File: config.mk
export PLATFORM = sky130hd
export DESIGN_NAME = cond_branch_unit
export DESIGN_NICKNAME = d
export VERILOG_FILES = /design/src/rtl/cbu_pkg.sv /design/src/rtl/cbu_decode.sv /design/src/rtl/cbu_cond_eval.sv /design/src/rtl/cbu_target_gen.sv /design/src/rtl/cbu_redirect_seq.sv /design/src/rtl/cond_branch_unit.sv
export SDC_FILE = /design/constraint.sdc
export NUM_CORES = 1
export LEC_CHECK = 0
export BUFFER_PORTS_ARGS = -buffer_cell sky130_fd_sc_hd__buf_4
export CAP_MARGIN = 40
export CORE_ASPECT_RATIO = 2
export CORE_MARGIN = 1.5
export CORE_UTILIZATION = 49
export DETAILED_ROUTE_END_ITERATION = 16
export PLACE_DENSITY_LB_ADDON = 0.2
export SLEW_MARGIN = 5
export SYNTH_ARGS = -nofsm -noshare
export SYNTH_HDL_FRONTEND = slang
export SYNTH_SLANG_ARGS = --single-unit
File: constraint.sdc
create_clock -name clk -period 4.1 [get_ports clk]
set_clock_uncertainty 0.2 [all_clocks]
set_input_delay 0.82 -clock clk [delete_from_list [all_inputs] [get_ports clk]]
set_output_delay 0.82 -clock clk [all_outputs]
set_load 0.02 [all_outputs]
File: src/rtl/cbu_pkg.sv
package cbu_pkg;

    localparam logic [3:0] OPC_BRANCH = 4'b1110;
    localparam int unsigned DST_W      = 5;
    localparam int unsigned OFF_W      = 14;

    typedef enum logic [1:0] {
        KIND_NONE = 2'd0,
        KIND_ABS  = 2'd1,
        KIND_REL  = 2'd2,
        KIND_SET  = 2'd3
    } br_kind_e;

    typedef struct packed {
        logic z;
        logic n;
        logic v;
        logic c;
    } cc_flags_t;

    typedef struct packed {
        br_kind_e         kind;
        logic [2:0]       sel;
        logic             inv;
        logic [DST_W-1:0] dst;
    } br_decode_t;

    // Base test for a selector; the invert bit flips it afterwards.
    function automatic logic cond_base(logic [2:0] sel, cc_flags_t f);
        logic sv_eq;
        sv_eq = (f.n == f.v);
        unique case (sel)
            3'd0: cond_base = 1'b1;
            3'd1: cond_base = f.c & ~f.z;
            3'd2: cond_base = ~f.c;
            3'd3: cond_base = ~f.z;
            3'd4: cond_base = ~f.v;
            3'd5: cond_base = ~f.n;
            3'd6: cond_base = sv_eq;
            default: cond_base = sv_eq & ~f.z;
        endcase
    endfunction

endpackage

File: src/rtl/cbu_decode.sv
module cbu_decode
    import cbu_pkg::*;
(
    input  logic [3:0]       opc,
    input  logic [2:0]       sel,
    input  logic             form_hi,
    input  logic             form_lo,
    input  logic             inv,
    input  logic [DST_W-1:0] dst,
    output br_decode_t       dec
);
    always_comb begin
        dec.sel = sel;
        dec.inv = inv;
        dec.dst = dst;
        if (opc != OPC_BRANCH)
            dec.kind = KIND_NONE;
        else if (!form_lo)
            dec.kind = KIND_ABS;
        else if (form_hi)
            dec.kind = KIND_REL;
        else
            dec.kind = KIND_SET;
    end
endmodule

File: src/rtl/cbu_cond_eval.sv
module cbu_cond_eval
    import cbu_pkg::*;
(
    input  logic [2:0] sel,
    input  logic       inv,
    input  cc_flags_t  fl,
    output logic       cond_true
);
    logic base;

    always_comb begin
        base      = cond_base(sel, fl);
        cond_true = base ^ inv;
    end
endmodule

File: src/rtl/cbu_target_gen.sv
module cbu_target_gen
    import cbu_pkg::*;
#(
    parameter int unsigned DATA_W = 32,
    parameter int unsigned ABS_W  = 25
) (
    input  br_kind_e            kind,
    input  logic [ABS_W-3:0]    abs_field,
    input  logic [OFF_W-1:0]    off_field,
    input  logic [DATA_W-1:0]   base_reg,
    output logic [DATA_W-1:0]   tgt
);
    localparam int unsigned ABS_PAD = DATA_W - ABS_W;
    localparam int unsigned OFF_PAD = DATA_W - OFF_W - 2;

    logic [DATA_W-1:0] abs_tgt;
    logic [DATA_W-1:0] rel_off;
    logic [DATA_W-1:0] rel_tgt;

    always_comb begin
        abs_tgt = {{ABS_PAD{1'b0}}, abs_field, 2'b00};
        rel_off = {{OFF_PAD{off_field[OFF_W-1]}}, off_field, 2'b00};
        rel_tgt = base_reg + rel_off;
        unique case (kind)
            KIND_ABS: tgt = abs_tgt;
            KIND_REL: tgt = rel_tgt;
            default:  tgt = '0;
        endcase
    end
endmodule

File: src/rtl/cbu_redirect_seq.sv
module cbu_redirect_seq #(
    parameter int unsigned DATA_W = 32
) (
    input  logic              clk,
    input  logic              rst,
    input  logic              step,
    input  logic              take,
    input  logic [DATA_W-1:0] tgt,
    input  logic [DATA_W-1:0] pc,
    output logic [DATA_W-1:0] next_pc
);
    localparam logic [DATA_W-1:0] PC_INC = DATA_W'(4);

    logic              pend_q;
    logic [DATA_W-1:0] pend_tgt_q;

    always_ff @(posedge clk) begin
        if (rst) begin
            pend_q     <= 1'b0;
            pend_tgt_q <= '0;
        end else if (step) begin
            pend_q     <= take;
            pend_tgt_q <= tgt;
        end
    end

    always_comb begin
        next_pc = pend_q ? pend_tgt_q : (pc + PC_INC);
    end

    // the instruction after a taken branch is sent to its target
    assert_slot_redirect_R8: assert property (@(posedge clk) disable iff (rst)
        (step && take) |=> (next_pc == $past(tgt)));

    // after an instruction that sets no redirect, flow is sequential
    assert_sequential_R7: assert property (@(posedge clk) disable iff (rst)
        (step && !take) |=> (next_pc == pc + PC_INC));

    // idle cycles leave the redirect state alone
    assert_idle_hold_R10: assert property (@(posedge clk) disable iff (rst)
        (!step) |=> ($stable(pend_q) && $stable(pend_tgt_q)));

    // reset leaves no redirect pending
    assert_reset_clear_R11: assert property (@(posedge clk)
        $past(rst) |-> (next_pc == pc + PC_INC));
endmodule

File: src/rtl/cond_branch_unit.sv
module cond_branch_unit
    import cbu_pkg::*;
#(
    parameter int unsigned DATA_W = 32,
    parameter int unsigned ABS_W  = 25
) (
    input  logic              clk,
    input  logic              rst,
    input  logic              instr_valid,
    input  logic [31:0]       instr,
    input  logic [3:0]        flags,
    input  logic [DATA_W-1:0] pc,
    input  logic [DATA_W-1:0] rs1_val,
    output logic              taken,
    output logic [DATA_W-1:0] target,
    output logic [DATA_W-1:0] next_pc,
    output logic              set_en,
    output logic [4:0]        set_dst,
    output logic [DATA_W-1:0] set_val
);
    br_decode_t dec;
    cc_flags_t  fl;
    logic       cond_true;
    logic       is_jump;
    logic       unused_bits;

    assign fl          = cc_flags_t'(flags);
    assign unused_bits = ^{instr[23], instr[17:16]};

    cbu_decode u_decode (
        .opc     (instr[31:28]),
        .sel     (instr[27:25]),
        .form_hi (instr[24]),
        .form_lo (instr[1]),
        .inv     (instr[0]),
        .dst     (instr[22:18]),
        .dec     (dec)
    );

    cbu_cond_eval u_cond (
        .sel       (dec.sel),
        .inv       (dec.inv),
        .fl        (fl),
        .cond_true (cond_true)
    );

    cbu_target_gen #(
        .DATA_W (DATA_W),
        .ABS_W  (ABS_W)
    ) u_tgt (
        .kind      (dec.kind),
        .abs_field (instr[ABS_W-1:2]),
        .off_field (instr[OFF_W+1:2]),
        .base_reg  (rs1_val),
        .tgt       (target)
    );

    always_comb begin
        is_jump = (dec.kind == KIND_ABS) || (dec.kind == KIND_REL);
        taken   = instr_valid && is_jump && cond_true;
        set_en  = instr_valid && (dec.kind == KIND_SET);
        set_dst = dec.dst;
        set_val = {{(DATA_W-1){1'b0}}, cond_true};
    end

    cbu_redirect_seq #(
        .DATA_W (DATA_W)
    ) u_seq (
        .clk     (clk),
        .rst     (rst),
        .step    (instr_valid),
        .take    (taken),
        .tgt     (target),
        .pc      (pc),
        .next_pc (next_pc)
    );

    // a conditional set never branches
    assert_set_excl_R6: assert property (@(posedge clk) disable iff (rst)
        !(taken && set_en));

    // absolute destinations are word aligned and inside the window
    assert_abs_range_R4: assert property (@(posedge clk) disable iff (rst)
        (taken && !instr[1]) |->
            (target[1:0] == 2'b00 && target[DATA_W-1:ABS_W] == '0));

    // code 0001 never branches and never sets
    assert_never_code_R1: assert property (@(posedge clk) disable iff (rst)
        (instr[31:28] == OPC_BRANCH && {instr[27:25], instr[0]} == 4'b0001)
            |-> (!taken && set_val[0] == 1'b0));

    // words outside the branch family stay inert
    assert_other_opc_R3: assert property (@(posedge clk) disable iff (rst)
        (instr[31:28] != OPC_BRANCH) |-> (!taken && !set_en));

    // an idle cycle neither branches nor sets
    assert_idle_quiet_R10: assert property (@(posedge clk) disable iff (rst)
        !instr_valid |-> (!taken && !set_en));
endmodule

### Word-level counts from Yosys, hierarchy flattened

Index checks and enable logic that the tools add are counted.

| storage, ports and cells | value |
|---|---|
| register bits | 33 |
| word-level logic and storage cells | 33 |
| output and inout bits | 103 |

| operators by class | value |
|---|---|
| bitwise operators | 7 |
| eq/ne operators | 11 |
| multiplexer cells | 6 |
| reductions and logical operators | 5 |
| add/sub/neg operators | 2 |

Operators with widths:

| cell | number |
|---|---|
| case mux 32 bit (2 select lines) | 1 |
| adder 32 x 3 -> 32 bit (second input constant) | 1 |
| adder 32 bit | 1 |
| 2-to-1 mux 32 bit | 1 |
| == test 3 bit (second input constant) | 3 |
| case mux 1 bit (7 select lines) | 1 |
| == test 3 x 2 -> 1 bit (second input constant) | 2 |
| == test 2 bit (second input constant) | 2 |
| 2-to-1 mux 2 bit | 2 |
| != test 4 bit (second input constant) | 1 |
| NOT 1 bit | 4 |
| == test 3 x 1 -> 1 bit (second input constant) | 1 |
| logical AND 1 bit | 3 |
| logical NOT 3 bit | 1 |
| bitwise AND 1 bit | 2 |
| == test 2 x 1 -> 1 bit (second input constant) | 1 |
| == test 1 bit | 1 |
| logical OR 1 bit | 1 |
| 2-to-1 mux 1 bit | 1 |
| XOR 1 bit | 1 |

### Depth between registers and ports, before layout

Gate-level depths: netlist of run 1.

| depth | value |
|---|---|
| word-level depth | 7 |
| depth in mapped cells | 11 |
| depth with buffers taken out | 10 |

### Cells and area by module

A second synthesis of run 1 with hierarchy kept.

| unflattened totals | value |
|---|---|
| cell total of the unflattened synthesis | 655 |
| area, all modules | 4,788.3 µm² |

Modules (own cells, without submodules):

| module | seq. area each (µm²) | cells each | instances | area an instance (µm²) |
|---|---|---|---|---|
| cbu_target_gen | 0.0 | 327 | 1 | 2,187.1 |
| cbu_redirect_seq | 660.6 | 269 | 1 | 2,143.3 |
| cond_branch_unit | 0.0 | 36 | 1 | 269.0 |
| cbu_decode | 0.0 | 13 | 1 | 107.6 |
| cbu_cond_eval | 0.0 | 10 | 1 | 81.3 |

### Worst setup path before layout of run 1

Ideal clock, no wire load.

| timing | value |
|---|---|
| path kind | in2out |
| from | in instr[2] |
| to | out target[22] |
| slack | -0.004 ns |
| required time | 3.080 ns |
| arrival time | 3.084 ns |
| stages | 8 |
| path buffers | 0 |
| path through | ha_1 fa_1 a211oi_1 nor2_1 a221oi_1 o211ai_2 xnor2_1 o21ai_0 |

| between the ends | value |
|---|---|
| cells in the longest elaborated chain, start to end | 2 |

Ends and longest elaborated chain:

| what | line | text |
|---|---|---|
| start: declaration | cond_branch_unit.sv:10 | `input logic [31:0] instr,` |
| adder 32 bit | cbu_target_gen.sv:23 | `rel_tgt = base_reg + rel_off;` |
| case mux 32 bit (2 select lines) | cbu_target_gen.sv:24 | `unique case (kind)` |
| end: declaration | cond_branch_unit.sv:15 | `output logic [DATA_W-1:0] target,` |

No other way between the ends.

### Worst setup path after layout of run 1

| timing | value |
|---|---|
| from | in instr[15] |
| to | out target[29] |

Same word-level chain as after synthesis.

==> results of run 1 <==
==> final cells by class <==
class                      count  area [um^2]  share of cell area, %
clock inverter                 2        10.01                 0.1602
multi-input combinational    542         3543                  56.72
timing repair buffer         225         1722                  27.56
clock buffer                   6        128.9                  2.063
sequential                    33        661.9                  10.59
tap                          100        125.1                  2.003
inverter                      15        56.30                 0.9013
==> timing repair <==
item / CTS / global route
setup endpoints to repair: 7 / 17
resized for setup: 4 / 24
setup buffers: 0 / 1
pin swaps: 2 / 5
==> per-layer routing <==
layer  vias to the layer above  global-route usage, %  part of all wire (%)
met1                      2390                  30.42                    36
li1                       2541                      -                     -
met5                         -                      0                     0
met2                       235                  57.29                    55
met3                        49                  1.390                   4.1
met4                         0                  15.38                   4.7
==> worst max-delay path by stage <==
| stage | from | end | slack [ns] | cells past startpoint |
|---|---|---|---|---|
| 2_1_floorplan | instr[2] | target[14] | 0.003 | 8 |
| 3_3_place_gp | instr[2] | target[26] | -0.09 | 13 |
| 3_5_place_dp | instr[2] | target[26] | -0.13 | 13 |
| 4_1_cts | instr[2] | target[24] | 0.005 | 11 |
| 5_1_grt | instr[7] | target[30] | -0.01 | 12 |
| 6_report | instr[15] | target[29] | 0.07 | 11 |
==> worst min-delay path, stage by stage, from the launching register on <==
cell,delay (ns)
dfxtp_1,0.31
nor2_1,0.09
a311oi_1,0.05
==> where the power goes <==
part	internal (mW)	switching [mW]	total, mW
combinational	0.291	0.343	0.634
sequential	0.327	0.00405	0.332
clock	0.222	0.128	0.350
==> metrics by stage <==
stage          power (mW)  hold slack, ns  TNS [ns]
2_1_floorplan      0.7174          0.2544         0
3_3_place_gp       0.9268          0.2691   -0.2191
3_5_place_dp       0.9370          0.2849   -0.5528
4_1_cts             1.291          0.2981         0
5_1_grt             1.384          0.3162  -0.02251
6_report            1.315          0.2926         0
==> kinds of logic (layout without fill, tap and decap cells) <==
group	Yosys count	count (layout)	share of synthesized area, %
XOR/XNOR	57	57	11.27
other	1	31	0.08466
AND/OR/NAND/NOR	234	234	24.63
adder cells (fa/ha/maj)	34	34	9.774
AO/OA/AOI/OAI	169	169	24.75
multiplexers	17	17	3.926
buffers and inverters	88	248	10.65
flip-flops	33	33	14.92
==> sequential cells by signal, summed over array words and instances, names as in the netlist <==
register and cells:
u_seq.pend_q 1, u_seq.pend_tgt_q 32
==> layout by cell type, fill, tap and decap left out, types with 6 or more instances in the layout <==
cell | netlist | layout
ha_1 | 33 | 29
a21o_1 | 13 | 13
nand4_1 | 10 | 10
dfxtp_1 | 33 | 32
xor2_1 | 29 | 29
o21a_1 | 14 | 14
nand2_1 | 85 | 85
xnor2_1 | 28 | 28
nor3_1 | 12 | 12
nand3_1 | 20 | 19
conb_1 | 1 | 31
buf_4 | 37 | 223
inv_1 | 15 | 15
a22o_1 | 6 | 6
o21ai_0 | 53 | 51
a21oi_2 | 1 | 8
mux2i_1 | 14 | 14
o21ai_1 | 8 | 9
a21oi_1 | 33 | 26
nor2_1 | 63 | 61
and3_1 | 6 | 6
==> flow_summary.json, run 1 <==
{
  "fin_util_pct": 71.74,
  "syn_inst": 633,
  "antenna_cells": 0,
  "min-delay-start": "u_seq.pend_tgt_q[21]$_SDFFE_PP0P_",
  "synth_warnings": 0,
  "cts_buffers": 5,
  "crit_path_frequent_cell": "buf_4",
  "wl_mm": 14.66,
  "grt_pass1_wl_mm": 23.03,
  "critPathLaunchType": "primary input",
  "wl_per_cell_um": 15.89,
  "grt_max_degree": 45,
  "syn-mean-instance-area_um2": 6.997,
  "via_count": 5215,
  "hold_violations": 0,
  "fin_nets": 959,
  "max_freq_mhz": 248.4,
  "initial_core_util_pct": 50.86,
  "worst_slack_ns": 0.07467,
  "status": "finished, final reports clean",
  "post-synth-top-count-cell": "nand2_1",
  "grt_overflow_total": 0,
  "synth_edf_count": 0,
  "end_kind": "primary output",
  "r2r_end": "u_seq.pend_q$_SDFFE_PP0P_",
  "period_share_pct": 98.18,
  "hold_path.class": "flop to flop",
  "reg2reg_depth": 2,
  "dieArea_um2": 9653,
  "period_needed_ns": 4.025,
  "synth_area_leaders": "dfxtp_1, ha_1, nand2_1",
  "syn_area_um2": 4429,
  "synthToLayoutAreaGrowth_pct": 41.05,
  "slew_viol_final": 0,
  "cp_slowest_cell": "ha_1",
  "power.density_nw_per_um2": 210.5,
  "fp.coreArea_um2": 8708,
  "cts_root_buf": "clkbuf_16",
  "synth_common_cells": "nand2_1, nor2_1, o21ai_0",
  "grt_usage_pct": 29.21,
  "grt_pass1_vias": 5051,
  "synth_top_area_share_pct": 14.92,
  "dp_slack_ns": -0.1318,
  "seq_area_frac_synth_pct": 14.92,
  "antenna_found_initial": 0,
  "dp_cells": 914,
  "r2r_start": "u_seq.pend_q$_SDFFE_PP0P_",
  "critPathMaxFanout": 10,
  "cts_hold_buf": 0,
  "rsz0062_at_grt": "yes",
  "yosysUniqueCellTypes": 60,
  "synth-seq-cells": 33,
  "clockBufferDepth": 2,
  "finalSetupViolations": 0,
  "rrSetupSlack_ns": 2.90,
  "cp_cell_sequence": "buf_4 -> buf_4 -> ha_1 -> a21oi_1 -> o21ai_0 -> a211oi_1 -> o21ai_0 -> a21oi_1 -> xor2_1 -> nor2_1 -> buf_4",
  "ir_drop_mv": 0.1338,
  "cp.buffers_inverters": 3,
  "cts.sinks": 33,
  "hold_end": "u_seq.pend_tgt_q[21]$_SDFFE_PP0P_",
  "worstSetupPathType": "primary input to primary output",
  "io_pins": 206,
  "async_reset_ff_share_pct": 0,
  "max_stage_delay_ns": 0.37,
  "leakage_nw": 2.854,
  "gp_congestion": 0.9199,
  "first_pass_iters": 5,
  "drive_above_1_share_pct": 32.56,
  "yosys.area.top_type": "dfxtp_1",
  "routed_via_density": 5.650,
  "hold_depth": 2,
  "dieWidth_um": 70.23,
  "drc_errors": 0,
  "clkTransAtPathRegs_ns": 0.05,
  "drt-initial-drc-count": 313,
  "worst_ep_arrival_time_ns": 3.01,
  "maxCapViolCount": 0,
  "place_area_um2": 5969,
  "postLayoutCellArea_um2": 6247,
  "htreeDepth": 2,
  "num_rows": 48,
  "clk_latency_ns": 0.27,
  "path_delay_family": "compound AO/OA/AOI/OAI gates",
  "fin_cells": 923,
  "antenna_left": 0,
  "ys.flop_type": "dfxtp_1",
  "portBuffers": 174,
  "fillerInstances": 748,
  "dp_hpwl_mm": 11.97,
  "tritoncts": "done",
  "cp_data_required_time_ns": 3.08,
  "fp.dieH_um": 137.5
}
Note: power is estimated with default switching activity, not from simulation.
==> run 2: changes to the inputs <==
--- a/config.mk
+++ b/config.mk
@@ -8,7 +8,6 @@
 export BUFFER_PORTS_ARGS = -buffer_cell sky130_fd_sc_hd__buf_4
 export CAP_MARGIN = 40
 export CORE_ASPECT_RATIO = 2
-export CORE_MARGIN = 1.5
 export CORE_UTILIZATION = 49
 export DETAILED_ROUTE_END_ITERATION = 16
 export PLACE_DENSITY_LB_ADDON = 0.2
==> flow_summary.json, run 2 (synthesized netlist as in run 1, its figures left out) <==
{
  "power.density_nw_per_um2": 216.1,
  "first_pass_iters": 4,
  "largest_registers": "u_seq.pend_tgt_q: 32 flops, u_seq.pend_q: 1 flops",
  "dieArea_um2": 9447,
  "ir_drop_mv": 0.1425,
  "cts_root_buf": "clkbuf_16",
  "finalSetupViolations": 0,
  "tritoncts": "done",
  "grt_pass1_wl_mm": 23.69,
  "wl_per_cell_um": 16.45,
  "cts.sinks": 33,
  "synthToLayoutAreaGrowth_pct": 42.85,
  "antenna_found_initial": 0,
  "via_count": 5241,
  "mostFrequentLayoutCells": "buf_4, nand2_1, nor2_1",
  "worstSetupPathType": "primary input to primary output",
  "critPathLaunchType": "primary input",
  "end_kind": "primary output",
  "htreeDepth": 2,
  "clkTransAtPathRegs_ns": 0.05,
  "postLayoutCellArea_um2": 6327,
  "relSlewSlack_pct": 64.12,
  "fp.dieH_um": 136.5,
  "place_area_um2": 5954,
  "grt_usage_pct": 30.93,
  "grt_pass1_vias": 5119,
  "antenna_cells": 0,
  "crit_path_frequent_cell": "buf_4",
  "wl_mm": 15.22,
  "io_pins": 206,
  "slew_viol_final": 0,
  "cts_hold_buf": 0,
  "hold_path.class": "flop to flop",
  "portBuffers": 174,
  "antenna_left": 0,
  "max_stage_delay_ns": 0.41,
  "dieWidth_um": 69.23,
  "grt_overflow_total": 0,
  "grt_max_degree": 45,
  "dp_slack_ns": -0.1189,
  "period_needed_ns": 4.034,
  "clockBufferDepth": 2,
  "fin_nets": 961,
  "maxCapViolCount": 0,
  "cts_buffers": 5,
  "hold_violations": 0,
  "cp_data_required_time_ns": 3.08,
  "cp_cell_sequence": "buf_4 -> ha_4 -> nand3_1 -> nor2_2 -> o211ai_1 -> a211o_1 -> a21o_1 -> a2bb2oi_4 -> xnor2_1 -> nor2_1 -> buf_4",
  "gp_congestion": 1.008,
  "leakage_nw": 2.875,
  "cp_slowest_cell": "a211o_1",
  "routed_via_density": 5.666,
  "drive_above_1_share_pct": 33.45,
  "final_common_cell": "buf_4",
  "drt-initial-drc-count": 282,
  "max_freq_mhz": 247.9,
  "largest_reg_flops": 32,
  "cp.buffers_inverters": 2,
  "drc_errors": 0,
  "tightest_slew_ns": 0.5382,
  "worst_slack_ns": 0.06567,
  "path_delay_family": "compound AO/OA/AOI/OAI gates",
  "fp.coreArea_um2": 8708,
  "period_share_pct": 98.40,
  "status": "finished, final reports clean",
  "initial_core_util_pct": 50.86,
  "dp_hpwl_mm": 12.09,
  "critPathMaxFanout": 6,
  "worst_ep_arrival_time_ns": 3.01,
  "timing.hold.ws_ns": 0.2905,
  "regMostFlops": "u_seq.pend_tgt_q",
  "num_rows": 48,
  "clk_latency_ns": 0.28
}
[run 2: final timing paths]
| kind | from | slack [ns] | endpoint | depth (start not counted) |
|---|---|---|---|---|
| setup / recovery | instr[10] | 0.07 | target[25] | 11 |
| hold reg to reg | u_seq.pend_tgt_q[16]$_SDFFE_PP0P_ | 0.29 | u_seq.pend_tgt_q[16]$_SDFFE_PP0P_ | 2 |
| hold / removal | u_seq.pend_tgt_q[16]$_SDFFE_PP0P_ | 0.29 | u_seq.pend_tgt_q[16]$_SDFFE_PP0P_ | 2 |
| setup reg to reg | u_seq.pend_q$_SDFFE_PP0P_ | 2.85 | u_seq.pend_q$_SDFFE_PP0P_ | 2 |
[run 2: metal layers]
| layer | vias up | wire (um) | share of wire, % | global-route usage, % |
|---|---|---|---|---|
| li1 | 2546 | - | - | - |
| met1 | 2438 | 5545 | 36 | 31.67 |
| met2 | 215 | 8462 | 56 | 61.60 |
| met3 | 42 | 609 | 4.0 | 2.372 |
| met4 | 0 | 598 | 3.9 | 14.63 |
| met5 | - | 0 | 0 | 0 |
[run 2: per-stage QoR]
step	utilization (%)	TNS, ns	power (mW)	std cells
after floorplan	-	0	0.7174	663
after global placement	68.06	-0.3279	0.9256	911
after detailed placement	68.38	-0.5234	0.9356	912
after CTS	70.49	0	1.328	921
after global routing	72.66	-0.1663	1.438	925
final	72.66	0	1.367	925
[run 2: worst min-delay path: stages, from the launching register on]
cell and delay [ns]:
dfxtp_1 0.32, mux2i_1 0.06, nor2_1 0.07
[run 2: cell type report]
class                   count  area, um^2
clock inverters             1       5.005
fillers                   740        2381
multi-input cells         542        3590
inverters                  15       56.30
well taps                 100       125.1
clock buffers               7       152.6
flip-flops and latches     33       661.9
repair buffers            227        1737
[run 2: repair_timing]
item	in CTS	in global routing
endpoints found under the setup margin	10	17
buffers inserted	1	4
pin swaps	2	6
resized for setup	4	30
[run 2: power breakdown]
group	internal (mW)	switching, mW
clock network	0.257	0.131
logic	0.300	0.348
registers	0.327	0.00431
